==> config.mk <==
export PLATFORM = sky130hd
export DESIGN_NAME = vcmd_unit
export DESIGN_NICKNAME = d
export VERILOG_FILES = /design/src/rtl/vcmd_pkg.sv /design/src/rtl/vcmd_wrdec.sv /design/src/rtl/vcmd_rdmux.sv /design/src/rtl/vcmd_pool.sv /design/src/rtl/vcmd_unit.sv
export SDC_FILE = /design/constraint.sdc
export NUM_CORES = 1
export LEC_CHECK = 0
export ABC_AREA = 1
export BUFFER_PORTS_ARGS = -buffer_cell sky130_fd_sc_hd__buf_4
export CORE_MARGIN = 2
export CORE_UTILIZATION = 42
export DETAILED_ROUTE_END_ITERATION = 7
export SYNTH_ARGS = -nofsm -noshare
export SYNTH_HDL_FRONTEND = slang
export SYNTH_HIERARCHICAL = 1
export SYNTH_SLANG_ARGS = --single-unit
==> constraint.sdc <==
create_clock -name clk -period 4.4 [get_ports clk]
set_input_delay 0.88 -clock clk [delete_from_list [all_inputs] [get_ports clk]]
set_output_delay 0.88 -clock clk [all_outputs]
set_load 0.02 [all_outputs]
==> src/rtl/vcmd_pkg.sv <==
package vcmd_pkg;

    localparam int PASID_W = 20;

    localparam logic [11:0] OFS_CAP = 12'hE00;
    localparam logic [11:0] OFS_CMD = 12'hE10;
    localparam logic [11:0] OFS_RSP = 12'hE20;

    localparam logic [7:0] OP_ALLOC = 8'd1;
    localparam logic [7:0] OP_FREE  = 8'd2;

    localparam logic [1:0] ST_OK    = 2'd0;
    localparam logic [1:0] ST_UNDEF = 2'd1;
    localparam logic [1:0] ST_FAIL  = 2'd2;

    typedef struct packed {
        logic [35:0]        rsvd_hi;
        logic [PASID_W-1:0] result;
        logic [4:0]         rsvd_lo;
        logic [1:0]         status;
        logic               busy;
    } rsp_t;

endpackage

==> src/rtl/vcmd_wrdec.sv <==
module vcmd_wrdec #(
    parameter int ADDR_W = 12
) (
    input  logic              wr_en,
    input  logic [ADDR_W-1:0] wr_addr,
    input  logic              wr_wide,
    input  logic [63:0]       wr_data,
    input  logic [63:0]       cmd_cur,
    output logic              cmd_wr,
    output logic [63:0]       cmd_new
);
    import vcmd_pkg::*;

    localparam logic [ADDR_W-1:0] CMD_LO = ADDR_W'(OFS_CMD);
    localparam logic [ADDR_W-1:0] CMD_HI = ADDR_W'(OFS_CMD + 12'd4);

    always_comb begin
        cmd_wr  = 1'b0;
        cmd_new = cmd_cur;
        if (wr_en && wr_addr == CMD_LO) begin
            cmd_wr  = 1'b1;
            cmd_new = wr_wide ? wr_data : {cmd_cur[63:32], wr_data[31:0]};
        end else if (wr_en && wr_addr == CMD_HI) begin
            cmd_wr  = 1'b1;
            cmd_new = {wr_data[31:0], cmd_cur[31:0]};
        end
    end
endmodule

==> src/rtl/vcmd_rdmux.sv <==
module vcmd_rdmux #(
    parameter int ADDR_W = 12
) (
    input  logic [ADDR_W-1:0] rd_addr,
    input  logic [63:0]       cap_w,
    input  logic [63:0]       cmd_w,
    input  logic [63:0]       rsp_w,
    output logic [63:0]       rd_data
);
    import vcmd_pkg::*;

    always_comb begin
        rd_data = '0;
        if      (rd_addr == ADDR_W'(OFS_CAP))         rd_data = cap_w;
        else if (rd_addr == ADDR_W'(OFS_CAP + 12'd4)) rd_data = {32'b0, cap_w[63:32]};
        else if (rd_addr == ADDR_W'(OFS_CMD))         rd_data = cmd_w;
        else if (rd_addr == ADDR_W'(OFS_CMD + 12'd4)) rd_data = {32'b0, cmd_w[63:32]};
        else if (rd_addr == ADDR_W'(OFS_RSP))         rd_data = rsp_w;
        else if (rd_addr == ADDR_W'(OFS_RSP + 12'd4)) rd_data = {32'b0, rsp_w[63:32]};
    end
endmodule

==> src/rtl/vcmd_pool.sv <==
module vcmd_pool #(
    parameter int MIN_ID = 200,
    parameter int POOL   = 16,
    parameter int CHUNK  = 4
) (
    input  logic                        clk,
    input  logic                        rst_n,
    input  logic                        start_alloc,
    input  logic                        start_free,
    input  logic [vcmd_pkg::PASID_W-1:0] free_id,
    output logic                        done,
    output logic                        ok,
    output logic [vcmd_pkg::PASID_W-1:0] out_id
);
    import vcmd_pkg::*;

    localparam int NCHUNK = POOL / CHUNK;
    localparam int CW     = (NCHUNK > 1) ? $clog2(NCHUNK) : 1;
    localparam int IW     = (POOL > 1) ? $clog2(POOL) : 1;

    typedef enum logic [1:0] {M_IDLE, M_SCAN, M_REL} mode_e;

    typedef struct packed {
        mode_e           mode;
        logic [POOL-1:0] map;
        logic [CW-1:0]   chunk;
        logic [IW-1:0]   rel_idx;
        logic            rel_ok;
    } pool_st_t;

    pool_st_t st_d, st_q;
    logic [CHUNK-1:0] win;
    logic             hit;
    int               sel;
    logic [IW-1:0]    slot;

    always_comb begin
        st_d   = st_q;
        done   = 1'b0;
        ok     = 1'b0;
        out_id = '0;
        win    = st_q.map[int'(st_q.chunk)*CHUNK +: CHUNK];
        hit    = 1'b0;
        sel    = 0;
        for (int i = CHUNK - 1; i >= 0; i--) begin
            if (!win[i]) begin
                hit = 1'b1;
                sel = i;
            end
        end
        slot = IW'(int'(st_q.chunk) * CHUNK + sel);

        case (st_q.mode)
            M_IDLE: begin
                if (start_alloc) begin
                    st_d.mode  = M_SCAN;
                    st_d.chunk = '0;
                end else if (start_free) begin
                    st_d.mode    = M_REL;
                    st_d.rel_idx = IW'(int'(free_id) - MIN_ID);
                    st_d.rel_ok  = (int'(free_id) >= MIN_ID) &&
                                   (int'(free_id) < MIN_ID + POOL);
                end
            end
            M_SCAN: begin
                if (hit) begin
                    done            = 1'b1;
                    ok              = 1'b1;
                    out_id          = PASID_W'(MIN_ID + int'(slot));
                    st_d.map[slot]  = 1'b1;
                    st_d.mode       = M_IDLE;
                end else if (st_q.chunk == CW'(NCHUNK - 1)) begin
                    done      = 1'b1;
                    st_d.mode = M_IDLE;
                end else begin
                    st_d.chunk = st_q.chunk + CW'(1);
                end
            end
            M_REL: begin
                done      = 1'b1;
                st_d.mode = M_IDLE;
                if (st_q.rel_ok && st_q.map[st_q.rel_idx]) begin
                    ok                        = 1'b1;
                    st_d.map[st_q.rel_idx]    = 1'b0;
                end
            end
            default: st_d.mode = M_IDLE;
        endcase
    end

    always_ff @(posedge clk or negedge rst_n) begin
        if (!rst_n) st_q <= '{mode: M_IDLE, default: '0};
        else        st_q <= st_d;
    end

    a_r3_in_range: assert property (@(posedge clk) disable iff (!rst_n)
        (done && ok && st_q.mode == M_SCAN) |->
            (int'(out_id) >= MIN_ID && int'(out_id) < MIN_ID + POOL));

    a_r3_slot_taken: assert property (@(posedge clk) disable iff (!rst_n)
        (done && ok && st_q.mode == M_SCAN) |=> st_q.map[$past(slot)]);

    a_r5_slot_released: assert property (@(posedge clk) disable iff (!rst_n)
        (done && ok && st_q.mode == M_REL) |=> !st_q.map[$past(st_q.rel_idx)]);

    a_r6_map_kept: assert property (@(posedge clk) disable iff (!rst_n)
        (done && !ok && st_q.mode == M_REL) |=> $stable(st_q.map));

    a_r9_no_restart: assert property (@(posedge clk) disable iff (!rst_n)
        (st_q.mode != M_IDLE) |-> !(start_alloc || start_free));
endmodule

==> src/rtl/vcmd_unit.sv <==
module vcmd_unit #(
    parameter int ADDR_W = 12,
    parameter int CAP_EN = 1,
    parameter int MIN_ID = 200,
    parameter int POOL   = 16,
    parameter int CHUNK  = 4
) (
    input  logic              clk,
    input  logic              rst_n,
    input  logic              wr_en,
    input  logic [ADDR_W-1:0] wr_addr,
    input  logic              wr_wide,
    input  logic [63:0]       wr_data,
    input  logic [ADDR_W-1:0] rd_addr,
    output logic [63:0]       rd_data
);
    import vcmd_pkg::*;

    localparam logic [63:0] CAP_WORD = {63'b0, CAP_EN != 0};

    typedef struct packed {
        logic [63:0] cmd;
        rsp_t        rsp;
    } unit_st_t;

    unit_st_t st_d, st_q;

    logic               cmd_wr;
    logic [63:0]        cmd_new;
    logic               go_alloc, go_free;
    logic               pool_done, pool_ok;
    logic [PASID_W-1:0] pool_id;
    logic [7:0]         opcode;

    vcmd_wrdec #(.ADDR_W(ADDR_W)) u_wrdec (
        .wr_en   (wr_en),
        .wr_addr (wr_addr),
        .wr_wide (wr_wide),
        .wr_data (wr_data),
        .cmd_cur (st_q.cmd),
        .cmd_wr  (cmd_wr),
        .cmd_new (cmd_new)
    );

    vcmd_pool #(.MIN_ID(MIN_ID), .POOL(POOL), .CHUNK(CHUNK)) u_pool (
        .clk         (clk),
        .rst_n       (rst_n),
        .start_alloc (go_alloc),
        .start_free  (go_free),
        .free_id     (cmd_new[8 +: PASID_W]),
        .done        (pool_done),
        .ok          (pool_ok),
        .out_id      (pool_id)
    );

    vcmd_rdmux #(.ADDR_W(ADDR_W)) u_rdmux (
        .rd_addr (rd_addr),
        .cap_w   (CAP_WORD),
        .cmd_w   (st_q.cmd),
        .rsp_w   (st_q.rsp),
        .rd_data (rd_data)
    );

    assign opcode = cmd_new[7:0];

    always_comb begin
        st_d     = st_q;
        go_alloc = 1'b0;
        go_free  = 1'b0;
        if (cmd_wr) st_d.cmd = cmd_new;

        if (pool_done) begin
            st_d.rsp.busy   = 1'b0;
            st_d.rsp.status = pool_ok ? ST_OK : ST_FAIL;
            st_d.rsp.result = pool_ok ? pool_id : '0;
        end

        if (cmd_wr && !st_q.rsp.busy) begin
            if (opcode == OP_ALLOC || opcode == OP_FREE) begin
                if (CAP_EN != 0) begin
                    st_d.rsp      = '0;
                    st_d.rsp.busy = 1'b1;
                    go_alloc      = (opcode == OP_ALLOC);
                    go_free       = (opcode == OP_FREE);
                end
            end else begin
                st_d.rsp        = '0;
                st_d.rsp.status = ST_UNDEF;
            end
        end
    end

    always_ff @(posedge clk or negedge rst_n) begin
        if (!rst_n) st_q <= '0;
        else        st_q <= st_d;
    end

    a_r2_busy_holds: assert property (@(posedge clk) disable iff (!rst_n)
        (st_q.rsp.busy && !pool_done) |=> st_q.rsp.busy);

    a_r2_done_clears: assert property (@(posedge clk) disable iff (!rst_n)
        pool_done |=> !st_q.rsp.busy);

    a_r4_fail_code: assert property (@(posedge clk) disable iff (!rst_n)
        (pool_done && !pool_ok) |=> (st_q.rsp.status == ST_FAIL && st_q.rsp.result == '0));

    a_r7_busy_origin: assert property (@(posedge clk) disable iff (!rst_n)
        $rose(st_q.rsp.busy) |-> $past(go_alloc || go_free));

    generate
        if (CAP_EN == 0) begin : g_nocap
            a_r10_never_busy: assert property (@(posedge clk) disable iff (!rst_n)
                !st_q.rsp.busy);
        end
    endgenerate
endmodule

==> results of run 1 <==
==> worst min path at each step <==
stage	from	endpoint	slack, ps	cells past startpoint
2_1_floorplan	st_q[15]	st_q[15]	450	2
3_3_place_gp	st_q[20]	st_q[20]	460	2
3_5_place_dp	st_q[17]	st_q[17]	470	2
4_1_cts	st_q[17]	st_q[17]	490	2
5_1_grt	st_q[19]	st_q[19]	510	2
6_report	st_q[24]	st_q[24]	490	2
==> sequential cells by signal (all words and copies together), names as in the netlist <==
name / count
st_q: 87
u_pool/st_q: 25
==> worst max-delay path, delay by kind of cell <==
| family | cells | cell delay, ps |
|---|---|---|
| AND/OR/NAND/NOR | 7 | 1160 |
| buffers and inverters | 4 | 740 |
==> Yosys cell counts, drive strengths merged (7+ instances only) <==
library cell | count | share of area (%)
buf | 93 | 5.9
clkbuf | 28 | 0.98
o21ai | 99 | 5.4
nor2 | 194 | 7.9
a21oi | 34 | 1.6
nand4 | 9 | 0.52
ha | 7 | 0.81
dfrtp | 112 | 26
o221ai | 29 | 2.4
inv | 252 | 8.8
nand2 | 748 | 26
nand3 | 242 | 12
==> report_power, final <==
group | switching (mW) | internal, mW
Sequential | 0.000408 | 1.03
Combinational | 0.124 | 0.0773
Clock | 0.439 | 0.391
==> routing by layer <==
metal / GRT usage (%) / vias to the layer above / share of wire [%]
li1: - / 6073 / -
met1: 34.50 / 5443 / 42
met2: 49.64 / 361 / 50
met3: 3.056 / 66 / 5.0
met4: 10.37 / 0 / 3.6
met5: 0 / - / 0
==> layout make-up <==
class                           instances  area, µm²  share of cell area [%]
Clock inverter                          6      51.30                  0.4063
Timing Repair Buffer                  175       1326                   10.50
Clock buffer                            9      225.2                   1.784
Sequential cell                       112       2803                   22.20
Inverter                              253      954.7                   7.561
Multi-Input combinational cell       1536       6853                   54.28
Tap cell                              330      412.9                   3.270
==> through the flow <==
step,hold WS [ps],instance area (µm²),instances,util [%]
6_report,486.4,12630,2421,50.14
5_1_grt,512.7,12630,2421,50.14
4_1_cts,487.6,12630,2421,50.14
3_5_place_dp,467.9,12350,2406,49.04
3_3_place_gp,464.0,12350,2406,49.04
2_1_floorplan,449.7,11340,2022,-
==> logic make-up (layout without fill, tap and decap cells) <==
| logic type | after synthesis | after routing | synth area share (%) |
|---|---|---|---|
| AND/OR/NAND/NOR | 1201 | 1201 | 46.90 |
| buffers and inverters | 374 | 443 | 15.73 |
| AO/OA/AOI/OAI | 173 | 173 | 10.26 |
| flip-flops | 112 | 112 | 26.01 |
| adder cells (fa/ha/maj) | 7 | 7 | 0.8128 |
| other | 3 | 153 | 0.1045 |
| XOR/XNOR | 1 | 1 | 0.08130 |
| multiplexers | 1 | 1 | 0.09290 |
==> cells in the final DEF (no fill, tap or decap), drive strengths merged <==
master    instances
a211oi            1
a21boi            1
a21oi            34
a31oi             3
buf             175
clkbuf            9
clkinv            1
clkinvlp          3
conb            153
dfrtp           112
ha                7
inv             255
mux2i             1
nand2           748
nand3           242
nand3b            2
nand4             9
nor2            194
nor3              3
nor4              3
o211ai            3
o21a              1
o21ai            99
o21bai            1
o221ai           29
o22ai             1
xor2              1
==> flow_metrics.tcl, run 1 <==
set metrics [dict create \
    cp-start-kind "input port" \
    areaGrowthSynthToFinish_pct 17.17 \
    dieWidth_um 164.2 \
    drive_gt1_share_pct 12.77 \
    synth_cell_type_count 41 \
    io_buffers 155 \
    cts_root_buf "clkbuf_16" \
    fin_crit_sh_pct 83.72 \
    fill_cells 2745 \
    wire_per_inst_um 15.33 \
    die-area_um2 26950 \
    tns_ps 0 \
    drt-initial-drc-count 927 \
    fin_ws_ps 716.5 \
    path_clk_slew_ps 80 \
    synth_area_um2 10780 \
    endpoint "rd_data[20]" \
    crit_type "in -> out" \
    r2r_start "u_pool/st_q[5]" \
    fin_crit_ps 3684 \
    start_util_pct 42.79 \
    dr.pass1.iters 8 \
    final_nets 2186 \
    cts_made_buffers 9 \
    drc 0 \
    cts_resized 0 \
    dpl_worst_slack_ps 704.8 \
    grt_max_degree 97 \
    cts.sinks 112 \
    ys_async_sr_fraction_pct 100.0 \
    cap_viol_max_count 0 \
    cp-end-kind "output pin" \
    crit_chain "buf_4 > inv_2 > nand2_1 > nor3_2 > nand3_2 > buf_4 > nor2_1 > nor2_1 > nand2_1 > nand2_1 > buf_4" \
    cts_tree "yes" \
    powerDensity_nw_per_um2 163.2 \
    cp_slowest_stage_delay_ps 510 \
    post-cts-setup-buffers 0 \
    grt_pass1_vias 11190 \
    grt_pass1_wl_um 58590 \
    antenna_found_initial 0 \
    wl_um 37120 \
    path_max_fanout 25 \
    core_area_um2 25180 \
    leakagePower_nw 6.700 \
    rsz0062_at_grt "false" \
    vias_per_cell 4.933 \
    ys.flop_type "dfrtp_1" \
    critPathLaunch "rd_addr[6]" \
    placementRows 58 \
    grt_overflow 0 \
    hold_buffers 0 \
    rr_worst_depth 15 \
    status "finished, final reports clean" \
    cp.required_ps 3520 \
    slowest_stage "nand3_2" \
    worst_pin_slew_ps 1074 \
    max_freq_mhz 271.5 \
    drv_slew 0 \
    synth_edf_count 0 \
    hold_class "reg -> reg" \
    io_pins 156 \
    clkLatencyLatePin_ps 370 \
    cp.arrival_ps 2800 \
    ff2ff_setup_slack_ps 1230 \
    clk_path_buf_depth 2 \
    synth_warnings 6 \
    timing.rr.end "st_q[9]" \
    synth-seq-cells 112 \
    grt.total_usage_pct 27.86 \
    fin_total_pwr_mw 2.060 \
    fp.dieH_um 164.2 \
    seq_area_frac_synth_pct 26.01 \
    vias 11940 \
    slew_headroom_pct 28.20 \
    ir_drop_uv 187.7 \
    avgSynthCellArea_um2 5.756 \
    finalWeightedCongestion 0.9299 \
    finalClockSkew_ps 12.72 \
    cts_max_level 3 \
    antenna_left 0 \
    hpwl_um 27300 \
    num_antenna_cells 0 \
    synthCells 1872 \
    finalHoldViolations 0 \
    setup_viol 0 \
]
Note: power is estimated with default switching activity, not from simulation.
==> inputs of run 2 (changes only) <==
- clock period: 4.4 -> 3.49 ns (I/O delays scaled with it)
==> run 2 against run 1 <==
Against the previous run: non-clock buffer count rose by 15; worst setup slack lost 330 ps; global-route usage down 0.64 points; die area unchanged; clock-buffer cell count unchanged; largest cell class unchanged.
==> flow_metrics.tcl, run 2 (synthesis gave the netlist of run 1 again) <==
set metrics [dict create \
    finalHoldViolations 0 \
    crit_type "in -> out" \
    io_pins 156 \
    hpwl_um 26830 \
    grt_max_degree 71 \
    core_area_um2 25180 \
    seq_area_um2 2803 \
    ir_drop_uv 257.5 \
    start_util_pct 42.79 \
    tns_ps 0 \
    cts_max_level 3 \
    finalClockSkew_ps 7.160 \
    grt_pass1_vias 10970 \
    fin_total_pwr_mw 2.662 \
    cap_viol_max_count 0 \
    rsz0062_at_grt "false" \
    worst_pin_slew_ps 1024 \
    setup_viol 0 \
    grt_overflow 0 \
    drt-initial-drc-count 823 \
    clkLatencyLatePin_ps 360 \
    hold_class "in -> async" \
    cts_root_buf "clkbuf_16" \
    final_nets 2201 \
    cts_made_buffers 9 \
    placed_cell_area_um2 12500 \
    cts.sinks 112 \
    fin_crit_sh_pct 88.88 \
    placementRows 58 \
    fp.dieH_um 164.2 \
    vias_per_cell 4.821 \
    dr.pass1.iters 7 \
    fin_ws_ps 388.3 \
    top_register "st_q" \
    status "finished, final reports clean" \
    vias 11740 \
    wl_um 36040 \
    dieWidth_um 164.2 \
    finalWeightedCongestion 0.9594 \
    cts_tree "yes" \
    final_cell_area_um2 12800 \
    dpl_worst_slack_ps 394.8 \
    cp.required_ps 2790 \
    die-area_um2 26950 \
    post-cts-setup-buffers 0 \
    drv_slew 0 \
    clk_path_buf_depth 2 \
    fin_util_pct 50.84 \
    drive_gt1_share_pct 13.39 \
    antenna_found_initial 0 \
    final_cell_mix "nand2_1 (737), inv_1 (241), nand3_1 (237)" \
    largest_register_ffs 87 \
    drc 0 \
    slew_headroom_pct 31.59 \
    path_clk_slew_ps 80 \
    areaGrowthSynthToFinish_pct 18.81 \
    cp-start-kind "input port" \
    path_max_fanout 32 \
    layout_commonest_cell "nand2_1" \
    final_cells 2436 \
    grt.total_usage_pct 27.22 \
    powerDensity_nw_per_um2 207.9 \
    max_freq_mhz 322.4 \
    leakagePower_nw 6.809 \
    cts_resized 0 \
    cp-end-kind "output pin" \
    dpl.cell_count 2421 \
    num_antenna_cells 0 \
    antenna_left 0 \
    fill_cells 2744 \
    hold_buffers 0 \
    grt_pass1_wl_um 57670 \
    multiInputGateArea_um2 6853 \
    io_buffers 155 \
    wire_per_inst_um 14.79 \
    hold_slack_ps 352.3 \
    reg_top3 "st_q (87), u_pool/st_q (25)" \
    cp.arrival_ps 2400 \
    fin_crit_ps 3102 \
]
run 2: final timing paths:
check / startpoint / to / slack (ps) / cells after the start
max in group asynchronous: rst_n / st_q[120] / 2180 / 3
hold reg to reg: st_q[16] / st_q[16] / 480 / 2
setup / recovery: rd_addr[6] / rd_data[7] / 390 / 11
setup reg to reg: u_pool/st_q[6] / st_q[8] / 720 / 14
hold / removal: rst_n / st_q[104] / 350 / 1
min in group clk: st_q[16] / st_q[16] / 480 / 2
run 2: area by class of cell:
class,count,share of cell area (%)
clock buffer,9,1.759
sequential,112,21.89
timing repair buffer,190,11.53
tap,330,3.225
inverter,253,7.457
multi-input combinational,1536,53.53
clock inverter,6,0.6059
run 2: metal layers:
layer | global-route usage, % | wire [µm]
met5 | 0 | 0
met1 | 33.98 | 15300
met4 | 6.539 | 697
met3 | 3.333 | 1701
met2 | 49.64 | 18340
run 2: power by group:
part	internal [mW]	total, mW	switching, mW
clock	0.569	1.11	0.543
sequential	1.30	1.30	0.000600
combinational	0.0988	0.252	0.153
total	1.96	2.66	0.697
run 2: worst max-delay path: stages:
cell	delay, ps
buf_4	110
inv_2	40
nand2_1	140
nor2_8	230
nand3_4	220
nand2_4	110
inv_2	230
nand3_1	150
nand3_1	110
a21oi_1	180
buf_4	170
